File: src/rtl/sdram_mon_pkg.sv
package sdram_mon_pkg;

  typedef enum logic [3:0] {
    CMD_NOP  = 4'd0,
    CMD_MRS  = 4'd1,
    CMD_AREF = 4'd2,
    CMD_SREF = 4'd3,
    CMD_ACT  = 4'd4,
    CMD_RD   = 4'd5,
    CMD_WR   = 4'd6,
    CMD_BST  = 4'd7,
    CMD_PRE  = 4'd8,
    CMD_PREA = 4'd9
  } cmd_e;

  typedef enum logic [1:0] {
    BS_IDLE    = 2'd0,
    BS_ACTIVE  = 2'd1,
    BS_APBURST = 2'd2,
    BS_RECOVER = 2'd3
  } bank_st_e;

  typedef enum logic [2:0] {
    ERR_NONE         = 3'd0,
    ERR_NOT_ALL_IDLE = 3'd1,
    ERR_MRS_GAP      = 3'd2,
    ERR_BANK_CLOSED  = 3'd3,
    ERR_AP_BURST     = 3'd4,
    ERR_ROW_OPEN     = 3'd5,
    ERR_TRP_WAIT     = 3'd6
  } err_e;

endpackage

File: src/rtl/sdram_cmd_decode.sv
module sdram_cmd_decode
  import sdram_mon_pkg::*;
(
  input  logic cke,
  input  logic cke_prev,
  input  logic cs_n,
  input  logic ras_n,
  input  logic cas_n,
  input  logic we_n,
  input  logic a10,
  output cmd_e cmd
);

  always_comb begin
    cmd = CMD_NOP;
    if (!cs_n) begin
      case ({ras_n, cas_n, we_n})
        3'b000:  cmd = CMD_MRS;
        3'b001:  cmd = (cke_prev && !cke) ? CMD_SREF : CMD_AREF;
        3'b011:  cmd = CMD_ACT;
        3'b101:  cmd = CMD_RD;
        3'b100:  cmd = CMD_WR;
        3'b110:  cmd = CMD_BST;
        3'b010:  cmd = a10 ? CMD_PREA : CMD_PRE;
        default: cmd = CMD_NOP;
      endcase
    end
  end

endmodule

File: src/rtl/sdram_bank_slice.sv
module sdram_bank_slice
  import sdram_mon_pkg::*;
#(
  parameter int BURST_LEN = 4,
  parameter int TRP_CYC   = 2
) (
  input  logic     clk,
  input  logic     rst_n,
  input  logic     sel,
  input  cmd_e     cmd,
  input  logic     ap,
  input  logic     accept,
  output bank_st_e st
);

  localparam int CNT_MAX = (BURST_LEN > TRP_CYC) ? BURST_LEN : TRP_CYC;
  localparam int CW      = $clog2(CNT_MAX + 1);
  localparam int BL_LOAD = (BURST_LEN > 1) ? BURST_LEN - 2 : 0;
  localparam logic [CW-1:0] BURST_INIT = CW'(BL_LOAD);
  localparam logic [CW-1:0] TRP_INIT   = CW'(TRP_CYC - 1);

  bank_st_e      st_q, st_d;
  logic [CW-1:0] cnt_q, cnt_d;
  logic          is_rw;

  assign is_rw = (cmd == CMD_RD) || (cmd == CMD_WR);

  always_comb begin
    st_d  = st_q;
    cnt_d = cnt_q;
    case (st_q)
      BS_IDLE: begin
        if (accept && sel && cmd == CMD_ACT) st_d = BS_ACTIVE;
      end
      BS_ACTIVE: begin
        if (accept && ((sel && cmd == CMD_PRE) || cmd == CMD_PREA)) begin
          st_d = BS_IDLE;
        end else if (accept && sel && ap && is_rw) begin
          if (BURST_LEN > 1) begin
            st_d  = BS_APBURST;
            cnt_d = BURST_INIT;
          end else begin
            st_d  = BS_RECOVER;
            cnt_d = TRP_INIT;
          end
        end
      end
      BS_APBURST: begin
        if ((accept && cmd == CMD_BST) || cnt_q == '0) begin
          st_d  = BS_RECOVER;
          cnt_d = TRP_INIT;
        end else begin
          cnt_d = cnt_q - 1'b1;
        end
      end
      BS_RECOVER: begin
        if (cnt_q == '0) st_d = BS_IDLE;
        else             cnt_d = cnt_q - 1'b1;
      end
      default: st_d = BS_IDLE;
    endcase
  end

  always_ff @(posedge clk or negedge rst_n) begin
    if (!rst_n) begin
      st_q  <= BS_IDLE;
      cnt_q <= '0;
    end else begin
      st_q  <= st_d;
      cnt_q <= cnt_d;
    end
  end

  assign st = st_q;

endmodule

File: src/rtl/sdram_mask_pipe.sv
module sdram_mask_pipe #(
  parameter int RD_LAT = 2
) (
  input  logic clk,
  input  logic rst_n,
  input  logic dqm,
  output logic wr_mask,
  output logic rd_hiz
);

  assign wr_mask = dqm;

  generate
    if (RD_LAT == 0) begin : g_no_lat
      assign rd_hiz = dqm;
    end else begin : g_lat
      logic [RD_LAT-1:0] sh_q, sh_d;

      always_comb begin
        sh_d    = sh_q << 1;
        sh_d[0] = dqm;
      end

      always_ff @(posedge clk or negedge rst_n) begin
        if (!rst_n) sh_q <= '0;
        else        sh_q <= sh_d;
      end

      assign rd_hiz = sh_q[RD_LAT-1];
    end
  endgenerate

endmodule

File: src/rtl/sdram_cmd_monitor.sv
module sdram_cmd_monitor
  import sdram_mon_pkg::*;
#(
  parameter int BA_W       = 2,
  parameter int BURST_LEN  = 4,
  parameter int TRP_CYC    = 2,
  parameter int MRS_GAP    = 2,
  parameter int RD_DQM_LAT = 2
) (
  input  logic            clk,
  input  logic            rst_n,
  input  logic            cke,
  input  logic            cs_n,
  input  logic            ras_n,
  input  logic            cas_n,
  input  logic            we_n,
  input  logic [BA_W-1:0] ba,
  input  logic            a10,
  input  logic            dqm,
  output logic [3:0]      cmd_o,
  output logic [BA_W-1:0] bank_o,
  output logic            viol_o,
  output logic [2:0]      err_o,
  output logic            wr_mask_o,
  output logic            rd_hiz_o
);

  localparam int NUM_BANKS = 1 << BA_W;
  localparam int GW        = $clog2(MRS_GAP + 1);
  localparam logic [GW-1:0] GAP_INIT = GW'(MRS_GAP);

  logic [1:0]      rs_q;
  logic            rst_int_n;
  logic            cke_q;
  logic [GW-1:0]   gap_q, gap_d;
  logic [BA_W-1:0] bank_idx;
  cmd_e            cmd;
  err_e            err;
  logic            accept;
  logic            any_burst, all_idle;
  bank_st_e        sel_st;
  bank_st_e [NUM_BANKS-1:0] bank_st;

  // reset: asserted at once, released after two clean edges
  always_ff @(posedge clk or negedge rst_n) begin
    if (!rst_n) rs_q <= '0;
    else        rs_q <= {rs_q[0], 1'b1};
  end
  assign rst_int_n = rs_q[1];

  sdram_cmd_decode u_dec (
    .cke      (cke),
    .cke_prev (cke_q),
    .cs_n     (cs_n),
    .ras_n    (ras_n),
    .cas_n    (cas_n),
    .we_n     (we_n),
    .a10      (a10),
    .cmd      (cmd)
  );

  // bank bits are weighted in reverse order
  always_comb begin
    for (int i = 0; i < BA_W; i++) bank_idx[i] = ba[BA_W-1-i];
  end

  generate
    for (genvar b = 0; b < NUM_BANKS; b++) begin : g_bank
      sdram_bank_slice #(
        .BURST_LEN (BURST_LEN),
        .TRP_CYC   (TRP_CYC)
      ) u_slice (
        .clk    (clk),
        .rst_n  (rst_int_n),
        .sel    (bank_idx == BA_W'(b)),
        .cmd    (cmd),
        .ap     (a10),
        .accept (accept),
        .st     (bank_st[b])
      );
    end
  endgenerate

  always_comb begin
    any_burst = 1'b0;
    all_idle  = 1'b1;
    for (int i = 0; i < NUM_BANKS; i++) begin
      if (bank_st[i] == BS_APBURST) any_burst = 1'b1;
      if (bank_st[i] != BS_IDLE)    all_idle  = 1'b0;
    end
  end

  assign sel_st = bank_st[bank_idx];

  always_comb begin
    err = ERR_NONE;
    if (gap_q != '0 && cmd != CMD_NOP) begin
      err = ERR_MRS_GAP;
    end else begin
      case (cmd)
        CMD_MRS, CMD_AREF, CMD_SREF: begin
          if (!all_idle) err = ERR_NOT_ALL_IDLE;
        end
        CMD_RD, CMD_WR: begin
          if (any_burst)                err = ERR_AP_BURST;
          else if (sel_st != BS_ACTIVE) err = ERR_BANK_CLOSED;
        end
        CMD_ACT: begin
          if (sel_st == BS_ACTIVE || sel_st == BS_APBURST) err = ERR_ROW_OPEN;
          else if (sel_st == BS_RECOVER)                   err = ERR_TRP_WAIT;
        end
        default: err = ERR_NONE;
      endcase
    end
  end

  assign accept = (err == ERR_NONE);

  always_comb begin
    if (cmd == CMD_MRS && accept) gap_d = GAP_INIT;
    else if (gap_q != '0)         gap_d = gap_q - 1'b1;
    else                          gap_d = gap_q;
  end

  always_ff @(posedge clk or negedge rst_int_n) begin
    if (!rst_int_n) begin
      gap_q <= '0;
      cke_q <= 1'b1;
    end else begin
      gap_q <= gap_d;
      cke_q <= cke;
    end
  end

  sdram_mask_pipe #(
    .RD_LAT (RD_DQM_LAT)
  ) u_mask (
    .clk     (clk),
    .rst_n   (rst_int_n),
    .dqm     (dqm),
    .wr_mask (wr_mask_o),
    .rd_hiz  (rd_hiz_o)
  );

  assign cmd_o  = cmd;
  assign bank_o = bank_idx;
  assign err_o  = err;
  assign viol_o = !accept;

endmodule

File: config.mk
export PLATFORM = sky130hd
export DESIGN_NAME = sdram_cmd_monitor
export DESIGN_NICKNAME = d
export VERILOG_FILES = /design/src/rtl/sdram_mon_pkg.sv /design/src/rtl/sdram_cmd_decode.sv /design/src/rtl/sdram_bank_slice.sv /design/src/rtl/sdram_mask_pipe.sv /design/src/rtl/sdram_cmd_monitor.sv
export SDC_FILE = /design/constraint.sdc
export NUM_CORES = 1
export LEC_CHECK = 0
export BUFFER_PORTS_ARGS = -buffer_cell sky130_fd_sc_hd__buf_2
export CORE_UTILIZATION = 55
export DETAILED_ROUTE_END_ITERATION = 10
export MAX_ROUTING_LAYER = met4
export PLACE_DENSITY_LB_ADDON = 0.1
export SLEW_MARGIN = 5
export SYNTH_ARGS = -nofsm -noshare
export SYNTH_HDL_FRONTEND = slang
export SYNTH_SLANG_ARGS = --single-unit
File: constraint.sdc
create_clock -name clk -period 5.7 [get_ports clk]
set_input_delay 0.285 -clock clk [delete_from_list [all_inputs] [get_ports clk]]
set_output_delay 0.285 -clock clk [all_outputs]
set_load 0.02 [all_outputs]
* Word-level counts from Yosys, hierarchy flattened
Index checks and enable logic that the tools add are counted.
** Word-level totals
- Flip-flop bits (word level) :: 27
- Logic and storage cells :: 219
- Output and inout port bits :: 12
** Cells by class
- Magnitude comparators :: 1
- Eq/ne operators :: 62
- Add/subtract/negate cells :: 5
- Mux-type cells :: 67
- Reductions and logical operators :: 72
** Operators with widths (number)
- $mux 3 :: 20
- $mux 2 :: 24
- $pmux 3 s3 :: 5
- $ne 2x1->1 const B :: 17
- $pmux 2 s4 :: 4
- $reduce_and 4->1 :: 8
- $logic_and 1x1->1 :: 28
- $pmux 4 s7 :: 1
- $eq 2x2->1 const B :: 12
- $logic_not 3->1 :: 6
- $eq 4x3->1 const B :: 4
- $ne 2x2->1 const B :: 8
- $eq 2x1->1 const B :: 6
- $ne 3x1->1 const B :: 4
- $reduce_bool 2->1 :: 6
- $reduce_bool 3->1 :: 4
- $sub 3x1->3 const B :: 4
- $mux 1 :: 11
- $logic_not 2->1 :: 5
- $logic_or 1x1->1 :: 10
- $eq 3x3->1 const B :: 3
- $eq 4x2->1 const B :: 2
- $eq 4x4->1 const B :: 2
- $eq 3x2->1 const B :: 2
- other kinds (10) :: 11

* Longest topological paths before layout
- Depth in word-level cells :: 16
- Depth in mapped cells :: 12
- Gate-level depth less buffers :: 10

* Cells and area by module
A second synthesis with hierarchy kept.
** Unflattened totals
- Cells, all modules :: 245
- Area total of the unflattened synthesis :: 2220.9 um^2
** By module, submodules not included
- sdram_bank_slice at g_bank[0].u_slice ... :: instances 3, seq. area each 125.1 um^2, cells an instance 43, area an instance 385.4 um^2
- sdram_cmd_monitor :: instances 1, seq. area each 126.4 um^2, cells an instance 56, area an instance 548.0 um^2
- sdram_bank_slice at g_bank[1].u_slice :: instances 1, seq. area each 125.1 um^2, cells an instance 44, area an instance 376.6 um^2
- sdram_cmd_decode :: instances 1, seq. area each 0.0 um^2, cells an instance 13, area an instance 82.6 um^2
- sdram_mask_pipe :: instances 1, seq. area each 50.0 um^2, cells an instance 3, area an instance 57.6 um^2

* Least setup slack after synthesis
No wires, ideal clock.
- Path kind :: input to register
- From :: input ba[1]
- To :: register g_bank[2].u_slice.cnt_q[0]
- Slack :: 2.968 ns
- Library setup time :: 0.120 ns
- Required time :: 5.580 ns
- Arrival :: 2.612 ns
- Stages on the path :: 10
- Cell sequence :: clkbuf_1 > mux4_2 > ha_1 > nand3_1 > a211o_1 > o31ai_4 > nor3_4 > inv_4 > or3_4 > a31o_1
** On the way
- Word-level cells in the longest chain between the ends :: 13
- Elaborated cells between the ends (all ways) :: 28
- Those cells by class :: eq/ne: 7; mux: 10; reduce/logical: 11
** Ends and longest elaborated chain
- start: declaration :: line sdram_cmd_monitor.sv:17 : input logic [BA_W-1:0] ba,
- $bmux 2 s2 (*) :: line sdram_cmd_monitor.sv:93 : assign sel_st = bank_st[bank_idx];
- $mux 2 (implied by the code) (*) :: line sdram_cmd_monitor.sv:93
- $eq 2x2->1, or another cell as far along :: line sdram_cmd_monitor.sv:110 : else if (sel_st == BS_RECOVER) err = ERR_TRP_WAIT;
- $mux 3, or another cell as far along :: line sdram_cmd_monitor.sv:110
- $mux 3 (on tied branches) :: line sdram_cmd_monitor.sv:109, sdram_cmd_monitor.sv:105
- $pmux 3 s3 (*) :: line sdram_cmd_monitor.sv:100 : case (cmd)
- $mux 3 (*) :: line sdram_cmd_monitor.sv:97 : if (gap_q != '0 && cmd != CMD_NOP) begin
- via err_o[1] :: line sdram_cmd_monitor.sv:23 : output logic [2:0] err_o,
- $logic_not 3->1 (*) :: line sdram_cmd_monitor.sv:117 : assign accept = (err == ERR_NONE);
- $logic_and 1x1->1 (3 in a row) :: line sdram_bank_slice.sv:38 : end else if (accept && sel && ap && is_rw) begin
- $ne 2x1->1 (no source line)
- $reduce_and 4->1 (no source line)
- end signal: assignment :: line sdram_bank_slice.sv:70 : cnt_q <= cnt_d;
- end: declaration :: line sdram_bank_slice.sv:23 : logic [CW-1:0] cnt_q, cnt_d;
The timed path passes the listed nets; every way through them passes the cells marked *. The select of a mux whose other input is x is not followed.
A chain may end at the register's enable or synchronous reset.

==> metrics.yaml <==
global_route:
  grt_max_degree: 26
  grt.overflow.total: 0
  grt_util_all_layers: 0.237
  grt_pass1_wl_um: 7440
  grt_pass1_vias: 1593
  antenna_found_initial: 0
sta:
  fin_crit_sh: 0.531
  hold_viol: 0
  maxSlewHeadroom: 0.330
  whs_ns: 0.115
  finClkSkew_ns: 0.00731
  setup_ws_ns: 2.67
  slew_violations: 0
  setup_viol: 0
  tns_ns: 0
  tightest_slew_ns: 1.01
  fmax_ghz: 0.330
  rsz0062_at_grt: "false"
  period_needed_ns: 3.03
floorplanning:
  dieArea_mm2: 0.00406
  ios: 23
  die_y_um: 63.7
  row_count: 22
  die_x_um: 63.7
  initial_core_util: 0.573
  core_area_mm2: 0.00366
finish:
  area_growth_pct: 6.21
  drive_gt1_frac: 0.158
  multiInputGateArea_mm2: 0.00124
  diodes: 0
  fillers: 323
  fin_cells: 307
  final_core_util: 0.608
  seq_area_um2: 677
  nNetsFinal: 283
detailed_routing:
  dr.pass1.iters: 4
  viasPerCell: 5.76
  drc: 0
  wl_um: 4200
  post_drt_wl_per_cell_um: 13.7
  initialDrtViolationCount: 160
  num_vias: 1769
  antenna_left: 0
placement:
  placed_cells: 302
  io_buffers: 22
  finalWeightedCongestion: 0.818
  dpl.hpwl_um: 3100
  pre_cts_ws_ns: 2.71
run_status:
  outcome: "finished, final reports clean"
cts:
  cts_buffers: 3
  clk_pin_slew_worst_paths_ns: 0.10
  cts_tree: "yes"
  htreeDepth: 1
  clk_latency_ns: 0.27
  postCtsSetupBuffers: 0
  cts_buffer_depth: 2
  cts_sinks: 27
  ctsRootBufferMaster: "clkbuf_8"
critical_path:
  critPathKind: "reg2reg"
  critical_path_arrival_ns: 3.19
  cp-start-kind: "register"
  required_ns: 5.87
  crit_path_end_kind: "register"
  path_max_fanout: 13
synthesis:
  synth_top_cell_by_area: "dfrtp_1"
  synth_area_mm2: 0.00210
  syn-num-nets: 272
  synth_cells: 249
  synth_edf_count: 0
  synthArstFlopShare: 1.00
  synth_top_area_share: 0.310
  synth.top_cells.by_count: "nand2_1, dfrtp_1, nor2_1, inv_1, o21ai_0"
  synth_most_common_cell: "nand2_1"
  synth.avg_cell_area_um2: 8.42
  synth_area_leaders: "dfrtp_1, ha_1, nand2_1"
  synth_ff_type: "dfrtp_1"
  yosysSeqAreaShare: 0.323
  ys_warn_count: 0
  synth_cell_types: 56
  ys_seq_elements: 27
power:
  peakVddDrop_mv: 0.207
  powerDensity_mw_per_mm2: 402
  p_leak_uw: 0.00101
run:
  maxCapViolCount: 0
worst_hold_path:
  hold_class: "in2reg"
[report_power, final]
part	internal (uW)	switching, uW	total, uW
combinational	190	238	428
clock	49.6	62.0	112
sequential	263	91.6	354
[placed cells by master (no fill, tap or decap), drive strengths merged, types with 4 or more instances in the layout]
cell,n
nand2b,12
nand2,28
dfrtp,26
a21oi,11
o311ai,7
o21ai,13
inv,20
ha,12
nor2b,6
and3,4
buf,22
nor4,4
nand3,5
o31ai,8
nor3,10
nor2,23
[final cells by class]
class                   count  area share
repair buffers             23      0.0539
well taps                  48      0.0270
clock inverters             1     0.00337
flip-flops and latches     27       0.304
inverters                  20      0.0348
clock buffers               3      0.0185
multi-input cells         185       0.558
[kinds of logic (layout without fill, tap and decap cells)]
group,count (synthesis),after routing,share of synthesized area
AND/OR/NAND/NOR,103,103,0.263
AO/OA/AOI/OAI,64,64,0.222
buffers and inverters,37,47,0.0841
flip-flops,27,27,0.323
adder cells (fa/ha/maj),12,12,0.0716
multiplexers,3,3,0.0263
XOR/XNOR,2,2,0.00835
other,1,1,0.00179
[critical path, stage by stage (launching register included)]
cell and delay (ns):
dfrtp_1 0.52, mux4_2 0.52, inv_1 0.09, ha_1 0.22
nand2_1 0.05, a21boi_0 0.12, and3_4 0.23, nor4_2 0.74
a21oi_1 0.16, a22o_1 0.25
[final timing paths]
kind | start | end | slack, ns | cells past startpoint
worst max register to register | register | g_bank[2].u_slice.cnt_q[2] | 2.67 | 9
worst min register to register | u_mask.g_lat.sh_q[0] | u_mask.g_lat.sh_q[1] | 0.36 | 0
worst min-delay path | cke | cke_q | 0.12 | 1
max in group asynchronous | rs_q[1] | gap_q[0] | 4.66 | 0
worst max-delay path | register | g_bank[2].u_slice.cnt_q[2] | 2.67 | 9
min in group asynchronous | rst_n | rs_q[0] | 0.31 | 2
[layer usage]
| metal | GRT usage | vias to the layer above | part of all wire |
|---|---|---|---|
| met5 | - | - | 0 |
| met4 | 0.0511 | 0 | 0.0086 |
| met3 | 0.0268 | 4 | 0.049 |
| met2 | 0.368 | 42 | 0.45 |
| met1 | 0.334 | 824 | 0.49 |
| li1 | - | 899 | - |
[stage by stage]
stage	power, uW	cell area [um2]
after global placement	777	2170
after CTS	901	2230
final	894	2230
after detailed placement	785	2170
after global routing	983	2230
after floorplan	708	2100
[timing repair]
item                                   in CTS  in global routing
gates resized for setup                     0                  0
hold buffers                                1                  0
endpoints found under the hold margin       2                  0
Power figures use the tool's default switching activity.
